## src/rtl/c2_pkg.sv

```systemverilog
package c2_pkg;

    typedef enum logic {
        ST_IDLE = 1'b0,
        ST_LOOK = 1'b1
    } c2_state_e;

    typedef enum logic [1:0] {
        OUT_L1  = 2'd0,
        OUT_L2  = 2'd1,
        OUT_MEM = 2'd2
    } c2_outcome_e;

    typedef struct packed {
        logic l1_hit;
        logic l2_hit;
        logic probe_l2;
        logic is_write;
    } c2_probe_t;

    // Where the access was finally served
    function automatic c2_outcome_e c2_classify(c2_probe_t p);
        if (p.is_write)                return OUT_MEM;
        else if (p.l1_hit)             return OUT_L1;
        else if (p.l2_hit)             return OUT_L2;
        else                           return OUT_MEM;
    endfunction

    // Latency summed over the levels the access had to reach
    function automatic int unsigned c2_latency(c2_outcome_e o, int unsigned lat1,
                                               int unsigned lat2, int unsigned latm);
        case (o)
            OUT_L1:  return lat1;
            OUT_L2:  return lat1 + lat2;
            default: return lat1 + lat2 + latm;
        endcase
    endfunction

    function automatic int unsigned c2_idx_bits(int unsigned n);
        return (n > 1) ? $clog2(n) : 1;
    endfunction

endpackage

```

## src/rtl/c2_victim_pick.sv

```systemverilog
module c2_victim_pick #(
    parameter int WAYS    = 4,
    parameter int STAMP_W = 16,
    localparam int WAY_W  = (WAYS > 1) ? $clog2(WAYS) : 1
) (
    input  logic [WAYS-1:0]              valid,
    input  logic [WAYS-1:0][STAMP_W-1:0] stamps,
    output logic [WAY_W-1:0]             victim
);

    logic               have_free;
    logic [STAMP_W-1:0] best;

    always_comb begin
        victim    = '0;
        have_free = 1'b0;
        best      = stamps[0];
        for (int w = 0; w < WAYS; w++) begin
            if (!valid[w] && !have_free) begin
                have_free = 1'b1;
                victim    = WAY_W'(w);
            end
        end
        if (!have_free) begin
            victim = '0;
            best   = stamps[0];
            for (int w = 1; w < WAYS; w++) begin
                if (stamps[w] < best) begin
                    best   = stamps[w];
                    victim = WAY_W'(w);
                end
            end
        end
    end

endmodule

```

## src/rtl/c2_tag_store.sv

```systemverilog
module c2_tag_store #(
    parameter int SETS    = 8,
    parameter int WAYS    = 2,
    parameter int IDX_W   = 3,
    parameter int TAG_W   = 9,
    parameter int STAMP_W = 16,
    localparam int WAY_W  = (WAYS > 1) ? $clog2(WAYS) : 1
) (
    input  logic               clk,
    input  logic               rst,
    input  logic [IDX_W-1:0]   lk_idx,
    input  logic [TAG_W-1:0]   lk_tag,
    input  logic               upd_en,
    input  logic [WAY_W-1:0]   upd_way,
    input  logic [STAMP_W-1:0] upd_stamp,
    output logic               hit,
    output logic [WAY_W-1:0]   hit_way,
    output logic [WAY_W-1:0]   vict_way
);

    logic [WAYS-1:0]    valid_q [SETS];
    logic [TAG_W-1:0]   tag_q   [SETS][WAYS];
    logic [STAMP_W-1:0] stamp_q [SETS][WAYS];

    logic [WAYS-1:0]              hit_vec;
    logic [WAYS-1:0][STAMP_W-1:0] set_stamps;

    for (genvar w = 0; w < WAYS; w++) begin : g_way
        assign hit_vec[w]    = valid_q[lk_idx][w] && (tag_q[lk_idx][w] == lk_tag);
        assign set_stamps[w] = stamp_q[lk_idx][w];
    end

    assign hit = |hit_vec;

    always_comb begin
        hit_way = '0;
        for (int w = 0; w < WAYS; w++) begin
            if (hit_vec[w]) hit_way = WAY_W'(w);
        end
    end

    c2_victim_pick #(
        .WAYS    (WAYS),
        .STAMP_W (STAMP_W)
    ) vpick_i (
        .valid  (valid_q[lk_idx]),
        .stamps (set_stamps),
        .victim (vict_way)
    );

    always_ff @(posedge clk) begin
        if (rst) begin
            for (int s = 0; s < SETS; s++) begin
                valid_q[s] <= '0;
                for (int w = 0; w < WAYS; w++) begin
                    tag_q[s][w]   <= '0;
                    stamp_q[s][w] <= '0;
                end
            end
        end else if (upd_en) begin
            valid_q[lk_idx][upd_way] <= 1'b1;
            tag_q[lk_idx][upd_way]   <= lk_tag;
            stamp_q[lk_idx][upd_way] <= upd_stamp;
        end
    end

endmodule

```

## src/rtl/c2_stat_ctr.sv

```systemverilog
module c2_stat_ctr #(
    parameter int W = 16
) (
    input  logic         clk,
    input  logic         rst,
    input  logic         inc,
    output logic [W-1:0] count
);

    always_ff @(posedge clk) begin
        if (rst)      count <= '0;
        else if (inc) count <= count + 1'b1;
    end

endmodule

```

## src/rtl/cache2_tagctl.sv

```systemverilog
module cache2_tagctl
    import c2_pkg::*;
#(
    parameter int ADDR_W   = 16,
    parameter int L1_BYTES = 256,
    parameter int L1_BLOCK = 16,
    parameter int L1_WAYS  = 2,
    parameter int L2_BYTES = 1024,
    parameter int L2_BLOCK = 16,
    parameter int L2_WAYS  = 4,
    parameter int L1_LAT   = 2,
    parameter int L2_LAT   = 10,
    parameter int MEM_LAT  = 60,
    parameter int LAT_W    = 8,
    parameter int STAMP_W  = 16,
    parameter int CNT_W    = 16
) (
    input  logic              clk,
    input  logic              rst,
    input  logic              req_valid,
    output logic              req_ready,
    input  logic [ADDR_W-1:0] req_addr,
    input  logic              req_write,
    output logic              resp_valid,
    output logic              resp_l1_hit,
    output logic              resp_l2_hit,
    output logic [LAT_W-1:0]  resp_cycles,
    output logic [CNT_W-1:0]  l1_access_cnt,
    output logic [CNT_W-1:0]  l1_miss_cnt,
    output logic [CNT_W-1:0]  l2_access_cnt,
    output logic [CNT_W-1:0]  l2_miss_cnt
);

    // Geometry of each level
    localparam int L1_BLOCKS = L1_BYTES / L1_BLOCK;
    localparam int L1_SETS   = L1_BLOCKS / L1_WAYS;
    localparam int L1_OFF_W  = $clog2(L1_BLOCK);
    localparam int L1_IDX_W  = c2_idx_bits(L1_SETS);
    localparam int L1_TAG_W  = ADDR_W - L1_OFF_W - L1_IDX_W;
    localparam int L1_WAY_W  = (L1_WAYS > 1) ? $clog2(L1_WAYS) : 1;

    localparam int L2_BLOCKS = L2_BYTES / L2_BLOCK;
    localparam int L2_SETS   = L2_BLOCKS / L2_WAYS;
    localparam int L2_OFF_W  = $clog2(L2_BLOCK);
    localparam int L2_IDX_W  = c2_idx_bits(L2_SETS);
    localparam int L2_TAG_W  = ADDR_W - L2_OFF_W - L2_IDX_W;
    localparam int L2_WAY_W  = (L2_WAYS > 1) ? $clog2(L2_WAYS) : 1;

    localparam int LO_OFF    = (L1_OFF_W < L2_OFF_W) ? L1_OFF_W : L2_OFF_W;
    localparam int NSTAT     = 4;

    // Request capture
    c2_state_e         state_q;
    logic [ADDR_W-1:0] addr_q;
    logic              wr_q;
    logic              look;
    logic              offset_unused;

    assign req_ready     = (state_q == ST_IDLE);
    assign look          = (state_q == ST_LOOK);
    assign offset_unused = ^addr_q[LO_OFF-1:0];

    always_ff @(posedge clk) begin
        if (rst) begin
            state_q <= ST_IDLE;
            addr_q  <= '0;
            wr_q    <= 1'b0;
        end else begin
            case (state_q)
                ST_IDLE: if (req_valid) begin
                    state_q <= ST_LOOK;
                    addr_q  <= req_addr;
                    wr_q    <= req_write;
                end
                default: state_q <= ST_IDLE;
            endcase
        end
    end

    // Recency stamp source
    logic [STAMP_W-1:0] stamp_q;
    logic [STAMP_W-1:0] stamp_next;

    assign stamp_next = stamp_q + 1'b1;

    always_ff @(posedge clk) begin
        if (rst)       stamp_q <= '0;
        else if (look) stamp_q <= stamp_next;
    end

    // First level
    logic [L1_IDX_W-1:0] l1_idx;
    logic [L1_TAG_W-1:0] l1_tag;
    logic                l1_hit;
    logic [L1_WAY_W-1:0] l1_hit_way, l1_vict_way, l1_upd_way;
    logic                l1_upd_en;

    assign l1_idx = addr_q[L1_OFF_W +: L1_IDX_W];
    assign l1_tag = addr_q[ADDR_W-1 -: L1_TAG_W];

    // Second level
    logic [L2_IDX_W-1:0] l2_idx;
    logic [L2_TAG_W-1:0] l2_tag;
    logic                l2_hit;
    logic [L2_WAY_W-1:0] l2_hit_way, l2_vict_way, l2_upd_way;
    logic                l2_upd_en;

    assign l2_idx = addr_q[L2_OFF_W +: L2_IDX_W];
    assign l2_tag = addr_q[ADDR_W-1 -: L2_TAG_W];

    // Probe decision and update policy
    c2_probe_t   probe;
    c2_outcome_e outcome;

    always_comb begin
        probe.l1_hit   = l1_hit;
        probe.l2_hit   = l2_hit;
        probe.is_write = wr_q;
        probe.probe_l2 = wr_q || !l1_hit;
        outcome        = c2_classify(probe);

        // reads fill on miss; every hit refreshes recency; writes never allocate
        l1_upd_en  = look && (l1_hit || !wr_q);
        l1_upd_way = l1_hit ? l1_hit_way : l1_vict_way;
        l2_upd_en  = look && probe.probe_l2 && (l2_hit || !wr_q);
        l2_upd_way = l2_hit ? l2_hit_way : l2_vict_way;
    end

    c2_tag_store #(
        .SETS    (L1_SETS),
        .WAYS    (L1_WAYS),
        .IDX_W   (L1_IDX_W),
        .TAG_W   (L1_TAG_W),
        .STAMP_W (STAMP_W)
    ) l1_store_i (
        .clk       (clk),
        .rst       (rst),
        .lk_idx    (l1_idx),
        .lk_tag    (l1_tag),
        .upd_en    (l1_upd_en),
        .upd_way   (l1_upd_way),
        .upd_stamp (stamp_next),
        .hit       (l1_hit),
        .hit_way   (l1_hit_way),
        .vict_way  (l1_vict_way)
    );

    c2_tag_store #(
        .SETS    (L2_SETS),
        .WAYS    (L2_WAYS),
        .IDX_W   (L2_IDX_W),
        .TAG_W   (L2_TAG_W),
        .STAMP_W (STAMP_W)
    ) l2_store_i (
        .clk       (clk),
        .rst       (rst),
        .lk_idx    (l2_idx),
        .lk_tag    (l2_tag),
        .upd_en    (l2_upd_en),
        .upd_way   (l2_upd_way),
        .upd_stamp (stamp_next),
        .hit       (l2_hit),
        .hit_way   (l2_hit_way),
        .vict_way  (l2_vict_way)
    );

    // Response register
    always_ff @(posedge clk) begin
        if (rst) begin
            resp_valid  <= 1'b0;
            resp_l1_hit <= 1'b0;
            resp_l2_hit <= 1'b0;
            resp_cycles <= '0;
        end else begin
            resp_valid <= look;
            if (look) begin
                resp_l1_hit <= l1_hit;
                resp_l2_hit <= probe.probe_l2 && l2_hit;
                resp_cycles <= LAT_W'(c2_latency(outcome, L1_LAT, L2_LAT, MEM_LAT));
            end
        end
    end

    // Statistics: 0 l1 access, 1 l1 miss, 2 l2 access, 3 l2 miss
    logic [NSTAT-1:0] stat_inc;
    logic [CNT_W-1:0] stat_val [NSTAT];

    assign stat_inc[0] = look;
    assign stat_inc[1] = look && !l1_hit;
    assign stat_inc[2] = look && probe.probe_l2;
    assign stat_inc[3] = look && probe.probe_l2 && !l2_hit;

    for (genvar k = 0; k < NSTAT; k++) begin : g_stat
        c2_stat_ctr #(.W(CNT_W)) ctr_i (
            .clk   (clk),
            .rst   (rst),
            .inc   (stat_inc[k]),
            .count (stat_val[k])
        );
    end

    assign l1_access_cnt = stat_val[0];
    assign l1_miss_cnt   = stat_val[1];
    assign l2_access_cnt = stat_val[2];
    assign l2_miss_cnt   = stat_val[3];

endmodule

```

## config.mk

```make
export PLATFORM = sky130hd
export DESIGN_NAME = cache2_tagctl
export DESIGN_NICKNAME = d
export VERILOG_FILES = /design/src/rtl/c2_pkg.sv /design/src/rtl/c2_victim_pick.sv /design/src/rtl/c2_tag_store.sv /design/src/rtl/c2_stat_ctr.sv /design/src/rtl/cache2_tagctl.sv
export SDC_FILE = /design/constraint.sdc
export NUM_CORES = 2
export LEC_CHECK = 0
export ABC_CLOCK_PERIOD_IN_PS = 19300
export BUFFER_PORTS_ARGS = -buffer_cell sky130_fd_sc_hd__buf_4
export CAP_MARGIN = 30
export CORE_MARGIN = 2
export CORE_UTILIZATION = 55
export DETAILED_ROUTE_END_ITERATION = 6
export GPL_ROUTABILITY_DRIVEN = 0
export PLACE_DENSITY = 0.71
export SKIP_LAST_GASP = 1
export SYNTH_ARGS = -nofsm -noshare
export SYNTH_HDL_FRONTEND = slang
export SYNTH_HIERARCHICAL = 1
export SYNTH_SLANG_ARGS = --single-unit
```

## constraint.sdc

```tcl
create_clock -name clk -period 19.3 [get_ports clk]
set_clock_uncertainty 0.05 [all_clocks]
set_input_delay 3.86 -clock clk [delete_from_list [all_inputs] [get_ports clk]]
set_output_delay 3.86 -clock clk [all_outputs]
set_load 0.005 [all_outputs]
```

==> flow_metrics.env <==
export IMPL_status="completed"
export IMPL_final_setup_tns_ns=0
export IMPL_cts_setup_buffers=0
export IMPL_ys_ff_latch=2117
export IMPL_wl_microns=254000
export IMPL_worstPathArrival_ns=12.63
export IMPL_io_pins=96
export IMPL_die_width_microns=425.6
export IMPL_synth_area_leader_cell="edfxtp_1"
export IMPL_ys_types=82
export IMPL_grt_pass1_wl_microns=374500
export IMPL_required_ns=19.94
export IMPL_ctsRootBufferMaster="clkbuf_16"
export IMPL_hold_depth=1
export IMPL_period_share_pct=62.08
export IMPL_drive_gt1_share_pct=20.16
export IMPL_synthMuxAreaShare_pct=13.27
export IMPL_syn_to_final_growth_pct=10.57
export IMPL_synth_edff_count=1936
export IMPL_syn_mean_instance_area_sq_um=14.60
export IMPL_syn_area_sq_um=97780
export IMPL_avgRoutedWirePerCell_microns=28.02
export IMPL_design_core_area_sq_um=176300
export IMPL_synth_compound_area_share_pct=3.406
export IMPL_grt_max_degree=134
export IMPL_start_kind="flip-flop"
export IMPL_finalMaxSlewViolations=0
export IMPL_max_cap_violations=0
export IMPL_overflow=0
export IMPL_cts_tree="done"
export IMPL_routed_via_density=6.335
export IMPL_h_tree_depth=4
export IMPL_via_count=57430
export IMPL_hpwl_microns=147600
export IMPL_slowest_stage="nor2_2"
export IMPL_drt_antenna_violating_nets=0
export IMPL_die_area_sq_um=181200
export IMPL_met2_length_microns=121400
export IMPL_critPathKind="flip-flop to flip-flop"
export IMPL_ys_flop_type="edfxtp_1"
export IMPL_yosysWarningCount=6
export IMPL_synth_top_area_share_pct=59.46
export IMPL_min_period_ns=11.98
export IMPL_antenna_found_initial=6
export IMPL_cts_hold_repair_buffers=0
export IMPL_leakage_nw=39.94
export IMPL_wl_met3_microns=21850
export IMPL_layout_nets=6615
export IMPL_synth_common_cells="edfxtp_1, and2_1, clkbuf_1"
export IMPL_dr_pass1_iters=6
export IMPL_die_y_microns=425.6
export IMPL_synth_simple_area_share_pct=14.91
export IMPL_drtIter0Drc=6992
export IMPL_rsz0062_at_grt="false"
export IMPL_whs_ns=0.3913
export IMPL_synthAdderAreaFrac_pct=0.8318
export IMPL_numCtsBuffers=215
export IMPL_synth_most_common_cell="edfxtp_1"
export IMPL_grt_use_total_pct=28.05
export IMPL_reg2reg_depth=30
export IMPL_clkSinkCount=2117
export IMPL_synthTopCellsByArea="edfxtp_1, mux4_2, and2_1, dfxtp_1, and3_1"
export IMPL_synth_seq_area_share_pct=63.16
export IMPL_regArea_sq_um=61790
export IMPL_power_density_nw_per_um2=94.03
export IMPL_n_fill_cell=12870
export IMPL_cp_slowest_stage_delay_ns=0.88
export IMPL_first_global_vias=56550
export IMPL_floorplan_initialDensity_pct=55.46
export IMPL_row_count=154
export IMPL_numPortBuffers=87
export IMPL_insertion_delay_ns=0.86
export IMPL_cp_end_kind="flip-flop"
export IMPL_max_slew_margin_pct=27.26
export IMPL_max_freq_ghz=0.08346
export IMPL_clk_path_buf_depth=3
export IMPL_top_layer_used="met4"
export IMPL_yosys_area_share_xor_xnor_pct=1.048
export IMPL_drc=0
export IMPL_cts_resized=0
export IMPL_holdCritPathClass="flip-flop to flip-flop"
export IMPL_postSynthCellCount=6697
export IMPL_worstMarginPinSlew_ns=1.061
export IMPL_crit_path_max_fanout=92
export IMPL_ir_drop_mv=0.07608
export IMPL_drt_met1_wl_microns=100400
export IMPL_hold_violations=0
export IMPL_async_reset_ff_share_pct=0
export IMPL_multi_input_area_sq_um=33400
export IMPL_synth_top_family_by_area="simple AND/OR/NAND/NOR gates"
export IMPL_setup_violations=0
export IMPL_path_clk_slew_ns=0.06
## critical path: cells and delay by family, from the launching register on
family                   cells  cell delay, ns
AO/OA/AOI/OAI               11            2.69
multiplexers                 5            2.50
AND/OR/NAND/NOR              7            2.44
buffers and inverters        4            2.14
adder cells (fa/ha/maj)      3            0.96
flip-flops                   1            0.83
## cell usage in the layout, fill, tap and decap left out, types with 24 or more instances in the layout
cell type	count
inv_1	70
edfxtp_1	1936
a22o_1	41
nor3_1	218
buf_4	303
a22oi_1	50
a221oi_1	53
clkinv_1	36
nand3_1	29
nor2_2	41
o21ai_2	75
and2_1	1354
o21ai_0	49
clkbuf_1	71
xnor2_1	80
a21oi_1	67
mux2i_1	140
and3_1	405
dfxtp_1	172
clkbuf_16	218
ha_1	64
a21o_1	75
clkinv_2	32
nor4_1	24
mux4_2	466
nor2_1	122
nand2_1	124
mux2_2	48
## state kept, by name, indices dropped and copies added (netlist names)
register            cells
l2_store_i/stamp_q   1024
l2_store_i/tag_q      512
l1_store_i/stamp_q    256
l1_store_i/tag_q      144
g_stat.ctr_i/count     64
l2_store_i/valid_q     64
l1_store_i/valid_q     16
stamp_q                16
addr_q                 12
resp_cycles             4
look                    1
resp_l1_hit             1
resp_l2_hit             1
resp_valid              1
wr_q                    1
## where the power goes
group | switching, mW | internal [mW]
logic | 0.540 | 0.317
clock network | 1.76 | 2.35
registers | 0.0552 | 5.14
## layout make-up
class,instances,share of cell area [%]
Antenna cell,5,0.01157
Clock buffer,307,5.522
Clock inverter,100,0.9085
Inverter,78,0.2801
Multi-Input combinational cell,3793,30.89
Sequential cell,2117,57.16
Tap cell,2340,2.708
Timing Repair Buffer,325,2.516
## through the flow
step / utilization (%) / power [mW] / std cells / area [sq um] / worst slack [ns]
5_1_grt: 61.31 / 10.45 / 9060 / 108100 / 6.709
4_1_cts: 61.26 / 10.21 / 9055 / 108000 / 7.357
6_report: 61.32 / 10.16 / 9065 / 108100 / 7.318
3_3_place_gp: 57.14 / 6.112 / 8631 / 100700 / 7.337
3_5_place_dp: 57.32 / 6.134 / 8648 / 101100 / 7.415
2_1_floorplan: - / 5.831 / 6700 / 97790 / 8.925
## final timing paths
path | slack [ns] | end | start
hold / removal | 0.39 | l2_store_i/valid_q[1][2] | l2_store_i/valid_q[1][2]
setup reg to reg | 7.32 | l2_store_i/stamp_q[13][61] | addr_q[5]
setup / recovery | 7.32 | l2_store_i/stamp_q[13][61] | addr_q[5]
hold reg to reg | 0.39 | l2_store_i/valid_q[1][2] | l2_store_i/valid_q[1][2]
## metal layers
layer | vias to the layer above | track usage, %
li1 | 24660 | -
met1 | 29600 | 38.99
met2 | 2722 | 44.56
met3 | 450 | 4.597
met4 | 0 | 11.12
met5 | - | 0
## cells by family (layout without fill, tap and decap cells)
logic type               Yosys count  count (layout)
AO/OA/AOI/OAI                    486             486
multiplexers                     680             680
XOR/XNOR                         117             117
other                              1               9
AND/OR/NAND/NOR                 2441            2441
buffers and inverters            790             810
adder cells (fa/ha/maj)           65              65
flip-flops                      2117            2117
(Power assumes the default switching activity.)
